[config.mk]
export PLATFORM = sky130hd
export DESIGN_NAME = psram_mode_reg
export DESIGN_NICKNAME = d
export VERILOG_FILES = /design/src/rtl/psram_cfg_pkg.sv /design/src/rtl/cfg_word_reg.sv /design/src/rtl/cfg_field_decode.sv /design/src/rtl/mode_xition_check.sv /design/src/rtl/psram_mode_reg.sv
export SDC_FILE = /design/constraint.sdc
export NUM_CORES = 1
export LEC_CHECK = 0
export BUFFER_PORTS_ARGS = -buffer_cell sky130_fd_sc_hd__buf_2
export CAP_MARGIN = 20
export CORE_MARGIN = 4
export CORE_UTILIZATION = 47
export CTS_BUF_LIST = sky130_fd_sc_hd__clkbuf_16
export DETAILED_ROUTE_END_ITERATION = 7
export PLACE_DENSITY_LB_ADDON = 0.25
export SLEW_MARGIN = 40
export SYNTH_ARGS = -nofsm -noshare
export SYNTH_HDL_FRONTEND = slang
export SYNTH_SLANG_ARGS = --single-unit
[constraint.sdc]
create_clock -name clk -period 2.7 [get_ports clk]
set_input_delay 0.27 -clock clk [delete_from_list [all_inputs] [get_ports clk]]
set_output_delay 0.27 -clock clk [all_outputs]
set_load 0.02 [all_outputs]
[src/rtl/psram_cfg_pkg.sv]
package psram_cfg_pkg;
  localparam int ADDR_W = 22;
  localparam int CFG_W  = 18;
  localparam int FULL_PAGE = 256;
  localparam int BL_W   = $clog2(FULL_PAGE) + 1;

  typedef enum logic [1:0] {
    MODE_ASYNC   = 2'b00,
    MODE_SRD_AWR = 2'b01,
    MODE_SYNC    = 2'b10
  } op_mode_e;

  typedef struct packed {
    logic [1:0]      drive;
    op_mode_e        mode;
    logic            wait_hi;
    logic [2:0]      lat;
    logic            ilv;
    logic [BL_W-1:0] blen;
    logic            par_en;
    logic            par_top;
    logic [1:0]      par_size;
  } cfg_t;

  // Stored word after reset: every field at its default code
  localparam logic [CFG_W-1:0] CFG_RESET =
    {2'b00, 2'b00, 1'b0, 1'b0, 3'b001, 1'b0, 3'b011, 2'b11, 1'b0, 2'b00};
endpackage

[src/rtl/cfg_word_reg.sv]
module cfg_word_reg
  import psram_cfg_pkg::*;
#(
  parameter int W = CFG_W,
  parameter logic [W-1:0] RST_VAL = '0
) (
  input  logic         clk,
  input  logic         rst_n,
  input  logic         load_en,
  input  logic [W-1:0] word_i,
  output logic [W-1:0] word_o
);
  logic [W-1:0] word_q, word_d;

  always_comb begin
    word_d = word_q;
    if (load_en) word_d = word_i;
  end

  always_ff @(posedge clk or negedge rst_n) begin
    if (!rst_n) word_q <= RST_VAL;
    else        word_q <= word_d;
  end

  assign word_o = word_q;

  AST_HOLD_NO_LOAD: assert property (@(posedge clk) disable iff (!rst_n)
    !load_en |=> $stable(word_q));
endmodule

[src/rtl/cfg_field_decode.sv]
module cfg_field_decode
  import psram_cfg_pkg::*;
(
  input  logic [CFG_W-1:0] word_i,
  output cfg_t             cfg_o
);
  logic unused_rsvd_bit;
  assign unused_rsvd_bit = word_i[12];

  always_comb begin
    cfg_o = '0;
    // drive strength: code 11 reserved
    cfg_o.drive = (word_i[17:16] == 2'b11) ? 2'b00 : word_i[17:16];
    // operating mode: code 11 reserved
    case (word_i[15:14])
      2'b01:   cfg_o.mode = MODE_SRD_AWR;
      2'b10:   cfg_o.mode = MODE_SYNC;
      default: cfg_o.mode = MODE_ASYNC;
    endcase
    cfg_o.wait_hi = word_i[13];
    // latency: bit 11 set means reserved
    cfg_o.lat = word_i[11] ? 3'd4 : (3'd3 + {1'b0, word_i[10:9]});
    cfg_o.ilv = word_i[8];
    case (word_i[7:5])
      3'b010:  cfg_o.blen = BL_W'(4);
      3'b011:  cfg_o.blen = BL_W'(8);
      3'b100:  cfg_o.blen = BL_W'(16);
      3'b111:  cfg_o.blen = BL_W'(FULL_PAGE);
      default: cfg_o.blen = BL_W'(8);
    endcase
    // partial refresh: only 10 enables, everything else disables
    cfg_o.par_en   = (word_i[4:3] == 2'b10);
    cfg_o.par_top  = word_i[2];
    cfg_o.par_size = word_i[1:0];
  end
endmodule

[src/rtl/mode_xition_check.sv]
module mode_xition_check
  import psram_cfg_pkg::*;
(
  input  logic     clk,
  input  logic     rst_n,
  input  logic     load_en,
  input  op_mode_e cur_mode,
  input  op_mode_e new_mode,
  input  logic     wr_done,
  input  logic     wr_dummy,
  output logic     wr_viol_o,
  output logic     sync_viol_o
);
  logic pend_q, pend_d;
  logic wr_viol_q, wr_viol_d;
  logic sync_viol_q, sync_viol_d;
  logic cur_async_wr;

  assign cur_async_wr = (cur_mode != MODE_SYNC);

  always_comb begin
    wr_viol_d   = load_en && (cur_mode == MODE_SYNC) && (new_mode != MODE_SYNC);
    sync_viol_d = load_en && pend_q && (new_mode != MODE_ASYNC) &&
                  (new_mode != cur_mode);
    pend_d = pend_q;
    if (wr_done) begin
      if (wr_dummy)          pend_d = 1'b0;
      else if (cur_async_wr) pend_d = 1'b1;
    end
  end

  always_ff @(posedge clk or negedge rst_n) begin
    if (!rst_n) begin
      pend_q      <= 1'b0;
      wr_viol_q   <= 1'b0;
      sync_viol_q <= 1'b0;
    end else begin
      pend_q      <= pend_d;
      wr_viol_q   <= wr_viol_d;
      sync_viol_q <= sync_viol_d;
    end
  end

  assign wr_viol_o   = wr_viol_q;
  assign sync_viol_o = sync_viol_q;

  AST_WR_VIOL_ONE_CYCLE: assert property (@(posedge clk) disable iff (!rst_n)
    wr_viol_q |=> !wr_viol_q);
  AST_WR_VIOL_LANDS_ASYNC: assert property (@(posedge clk) disable iff (!rst_n)
    wr_viol_q |-> (cur_mode != MODE_SYNC));
  AST_SYNC_VIOL_LANDS_SYNC: assert property (@(posedge clk) disable iff (!rst_n)
    sync_viol_q |-> (cur_mode != MODE_ASYNC));
  AST_DUMMY_CLEARS: assert property (@(posedge clk) disable iff (!rst_n)
    (wr_done && wr_dummy && !load_en) |=> !sync_viol_q);
endmodule

[src/rtl/psram_mode_reg.sv]
module psram_mode_reg
  import psram_cfg_pkg::*;
(
  input  logic              clk,
  input  logic              rst_n,
  input  logic              ce_n,
  input  logic              adv_n,
  input  logic              we_n,
  input  logic              oe_n,
  input  logic              ub_n,
  input  logic              lb_n,
  input  logic              cfg_sel_n,
  input  logic [ADDR_W-1:0] addr,
  input  logic              wr_done_i,
  input  logic              wr_dummy_i,
  output logic [1:0]        drive_o,
  output logic [1:0]        mode_o,
  output logic              wait_hi_o,
  output logic [2:0]        lat_o,
  output logic              burst_ilv_o,
  output logic [BL_W-1:0]   burst_len_o,
  output logic              par_en_o,
  output logic              par_top_o,
  output logic [1:0]        par_size_o,
  output logic              wr_mode_viol_o,
  output logic              sync_entry_viol_o,
  output logic              cfg_warn_o
);
  logic             load_en;
  logic [CFG_W-1:0] word_q;
  cfg_t             cur_cfg, new_cfg;
  logic             warn_q, warn_d;
  logic             unused_hi_bits;

  // Configuration-write cycle decode
  assign load_en = !ce_n && !adv_n && !we_n && !ub_n && !lb_n && !cfg_sel_n && oe_n;
  assign unused_hi_bits = ^addr[ADDR_W-1:CFG_W];

  cfg_word_reg #(.W(CFG_W), .RST_VAL(CFG_RESET)) u_word (
    .clk(clk), .rst_n(rst_n), .load_en(load_en),
    .word_i(addr[CFG_W-1:0]), .word_o(word_q));

  cfg_field_decode u_dec_cur (.word_i(word_q),           .cfg_o(cur_cfg));
  cfg_field_decode u_dec_new (.word_i(addr[CFG_W-1:0]),  .cfg_o(new_cfg));

  mode_xition_check u_xchk (
    .clk(clk), .rst_n(rst_n), .load_en(load_en),
    .cur_mode(cur_cfg.mode), .new_mode(new_cfg.mode),
    .wr_done(wr_done_i), .wr_dummy(wr_dummy_i),
    .wr_viol_o(wr_mode_viol_o), .sync_viol_o(sync_entry_viol_o));

  always_comb begin
    warn_d = warn_q;
    if (load_en && addr[12]) warn_d = 1'b1;
  end

  always_ff @(posedge clk or negedge rst_n) begin
    if (!rst_n) warn_q <= 1'b0;
    else        warn_q <= warn_d;
  end

  assign drive_o     = cur_cfg.drive;
  assign mode_o      = cur_cfg.mode;
  assign wait_hi_o   = cur_cfg.wait_hi;
  assign lat_o       = cur_cfg.lat;
  assign burst_ilv_o = cur_cfg.ilv;
  assign burst_len_o = cur_cfg.blen;
  assign par_en_o    = cur_cfg.par_en;
  assign par_top_o   = cur_cfg.par_top;
  assign par_size_o  = cur_cfg.par_size;
  assign cfg_warn_o  = warn_q;

  AST_WARN_STICKY: assert property (@(posedge clk) disable iff (!rst_n)
    cfg_warn_o |=> cfg_warn_o);
  AST_LAT_RANGE: assert property (@(posedge clk) disable iff (!rst_n)
    (lat_o >= 3'd3) && (lat_o <= 3'd6));
  AST_BLEN_LEGAL: assert property (@(posedge clk) disable iff (!rst_n)
    $onehot0(burst_len_o) && (burst_len_o >= BL_W'(4)));
  AST_MODE_LEGAL: assert property (@(posedge clk) disable iff (!rst_n)
    mode_o != 2'b11);
  AST_DRIVE_LEGAL: assert property (@(posedge clk) disable iff (!rst_n)
    drive_o != 2'b11);
endmodule

==> impl_metrics.csv <==
group,metric,value,unit
floorplan,starting_density_of_the_core,0.491,
floorplan,die-width,55.8,um
drt,routedWlPerCell,12.0,um
placed_design,place.port_buffers,48,
timing,post_route_clock_period_utilization,0.599,
timing,setup-violations-final,0,
power_and_ir_drop,leakage_power_figure,0.800,nW
run,maxCapViolations,0,
final_layout,n_fill_cell,186,
drt,antenna_violating_nets_post_route,0,
yosys,synth.avg_cell_area,13.1,um^2
worst_setup_path,cp.arrival,1350,ps
grt,number_of_antenna_violations_at_the_first_check_in_global_routing,0,
power_and_ir_drop,cell_internal_pwr,0.660,mW
drt,drt_pass1_iterations,2,
clock_tree,cts.reportedPaths.clkPinSlew,50,ps
timing,rsz0062_at_grt,"false",
clock_tree,cts_buffer_depth,2,
drt,routed_via_density,4.74,
worst_setup_path,startpoint_type,"flop",
power_and_ir_drop,net_switching_power_of_the_design,0.245,mW
floorplan,ioPinCount,58,
power_and_ir_drop,power.ir.vdd_worst,370,uV
clock_tree,clkLatencyLatePin,250,ps
grt,gr-total-overflow,0,
final_layout,mostFrequentLayoutCell,"sky130_fd_sc_hd__buf_2",
timing,worst_clk_skew,2.33,ps
final_layout,diodes,0,
placed_design,dp.final_hpwl,1.50,mm
final_layout,most-common-layout-cells,"sky130_fd_sc_hd__buf_2 (48), sky130_fd_sc_hd__dfrtp_1 (16), sky130_fd_sc_hd__mux2_4 (9)",
timing,fmax,618,MHz
hold_path,kind_of_path_behind_the_tightest_hold_check,"primary input to flop",
timing,worst_hold_slack,188,ps
floorplan,design.die.area,0.00312,mm^2
final_layout,seqCellArea,532,um^2
placed_design,placed_area,0.00130,mm^2
final_layout,nets,168,
timing,fin_crit,1620,ps
yosys,ys_seq_area_frac,0.494,
final_layout,fin_util,0.635,
final_layout,layout-area-overhead-vs-synth,29.3,%
yosys,postSynthCellCount,82,
clock_tree,cts.repair_timing.setup_buffer_count,0,
floorplan,row_cnt,17,
grt,grt_max_degree,22,
worst_setup_path,worst-endpoint-required,2430,ps
worst_setup_path,worst-setup-path-type,"flop to output pin",
final_layout,final_layout_size_suffix_gt1_frac,0.588,
clock_tree,cts.sink_count,21,
yosys,synth_area,0.00108,mm^2
timing,timing.setup.tns,0,ps
yosys,postSynthRegisterBits,21,
drt,drt_first_iter_violations,8,
clock_tree,root_buffer_cell,"sky130_fd_sc_hd__clkbuf_16",
power_and_ir_drop,powerDensity,650,mW/mm^2
clock_tree,cts-resized-gates,0,
drt,drt_drc_violations_left,0,
clock_tree,cts_hold_buf,1,
floorplan,y_dimension_of_the_die,55.8,um
timing,hold_viol_final,0,
final_layout,final_design_area_no_fill,0.00139,mm^2
grt,grt_pass1_wl,3.35,mm
power_and_ir_drop,power_frac_clock,0.327,
timing,final_number_of_max_transition_violations,0,
outcome,run_status,"completed",
drt,num_vias,754,
grt,vias_in_the_first_global_route,805,
power_and_ir_drop,power.sequential.fraction,0.429,
drt,final_routed_wirelength_across_all_metal_layers,1.91,mm
clock_tree,cts_tree,"built",
power_and_ir_drop,power.combinational.fraction,0.244,
placed_design,place_congestion,0.731,
worst_setup_path,cp_capture_type,"output pin",
power_and_ir_drop,swShare,0.270,
floorplan,core_area,0.00219,mm^2
worst_setup_path,cp_max_fanout,3,
yosys,netlist-cell-type-count,24,
final_layout,multiInputGateArea,469,um^2
clock_tree,cts-buffers-inserted,3,
grt,groute.usage.overall,0.134,
clock_tree,htree_levels,1,
yosys,yosys_warnings,0,
[path summary, 6_finish.rpt]
check | cells after the start | slack [ps] | end | start
worst max-delay path | 4 | 1080 | lat_o[1] | u_word.word_o[9]
worst min-delay path | 2 | 190 | u_xchk.pend_q | wr_dummy_i
worst max register to register | 4 | 1510 | u_xchk.sync_viol_o | u_word.word_o[14]
worst min register to register | 1 | 470 | cfg_warn_o | cfg_warn_o
max in group asynchronous | 2 | 1840 | u_word.word_o[9] | rst_n
min in group asynchronous | 2 | 520 | u_word.word_o[0] | rst_n
[synthesized netlist by cell type]
| master | instances | share of area |
|---|---|---|
| sky130_fd_sc_hd__buf_6 | 1 | 0.010 |
| sky130_fd_sc_hd__dfrtp_1 | 16 | 0.37 |
| sky130_fd_sc_hd__nor3b_1 | 2 | 0.014 |
| sky130_fd_sc_hd__nand2_4 | 1 | 0.010 |
| sky130_fd_sc_hd__nor3_1 | 2 | 0.0093 |
| sky130_fd_sc_hd__nor2_1 | 2 | 0.0070 |
| sky130_fd_sc_hd__a311oi_1 | 1 | 0.0081 |
| sky130_fd_sc_hd__nor3_2 | 1 | 0.0093 |
| sky130_fd_sc_hd__nor4b_4 | 1 | 0.022 |
| sky130_fd_sc_hd__inv_1 | 7 | 0.024 |
| sky130_fd_sc_hd__xnor2_1 | 1 | 0.0081 |
| sky130_fd_sc_hd__o2111a_1 | 1 | 0.010 |
| sky130_fd_sc_hd__nand2b_1 | 2 | 0.012 |
| sky130_fd_sc_hd__mux2_4 | 9 | 0.13 |
| sky130_fd_sc_hd__xor2_1 | 1 | 0.0081 |
| sky130_fd_sc_hd__a21oi_1 | 4 | 0.019 |
| sky130_fd_sc_hd__nor2b_1 | 4 | 0.023 |
| sky130_fd_sc_hd__ha_1 | 3 | 0.035 |
| sky130_fd_sc_hd__a31o_2 | 1 | 0.0081 |
| sky130_fd_sc_hd__mux2_2 | 8 | 0.084 |
| sky130_fd_sc_hd__conb_1 | 1 | 0.0035 |
| sky130_fd_sc_hd__dfstp_2 | 5 | 0.12 |
| sky130_fd_sc_hd__buf_4 | 7 | 0.049 |
| sky130_fd_sc_hd__and3_1 | 1 | 0.0058 |
[per-stage QoR]
step / worst slack (ps) / power [mW] / cells
after floorplan: 1050 / 0.544 / 86
after global placement: 1200 / 0.609 / 154
after detailed placement: 1190 / 0.617 / 154
after CTS: 1060 / 0.916 / 159
after global routing: 1010 / 0.955 / 159
final: 1080 / 0.905 / 159
[state kept, by name (all words and copies together) (netlist names)]
signal	flops
u_word.word_o	17
cfg_warn_o	1
u_xchk.pend_q	1
u_xchk.sync_viol_o	1
u_xchk.wr_viol_o	1
[kinds of logic after synthesis]
logic type,Yosys count,share of synthesized area
compound gates,7,0.0454
xor+xnor,2,0.0163
fa+ha+maj,3,0.0349
buf+inv,15,0.0837
flops,21,0.494
mux,17,0.209
other cells,1,0.00349
simple gates,16,0.113
[per-layer routing]
| metal | track usage | vias up | routed length [um] |
|---|---|---|---|
| met5 | 0 | - | 0 |
| met4 | 0.0407 | 0 | 12 |
| met3 | 0.0348 | 2 | 116 |
| met2 | 0.258 | 21 | 1040 |
| met1 | 0.140 | 366 | 744 |
| li1 | - | 365 | - |
[critical path, stage by stage, from the launching register on]
cell	delay, ps
sky130_fd_sc_hd__dfstp_2	530
sky130_fd_sc_hd__inv_1	40
sky130_fd_sc_hd__ha_1	270
sky130_fd_sc_hd__nor2_1	90
sky130_fd_sc_hd__buf_2	160
[area by class of cell]
class,instances,share of cell area
multi-input cells,50,0.337
inverters,7,0.0189
flip-flops and latches,21,0.382
well taps,28,0.0252
clock inverters,1,0.00270
repair buffers,49,0.180
clock buffers,3,0.0540
[power by group through the flow]
stage,Combinational (mW),Sequential (mW),Clock [mW]
global placement,0.219,0.390,0
finish,0.221,0.388,0.296
floorplan,0.147,0.397,0
CTS,0.225,0.388,0.303
global route,0.244,0.393,0.319
detailed placement,0.223,0.393,0
(Power assumes the default switching activity.)
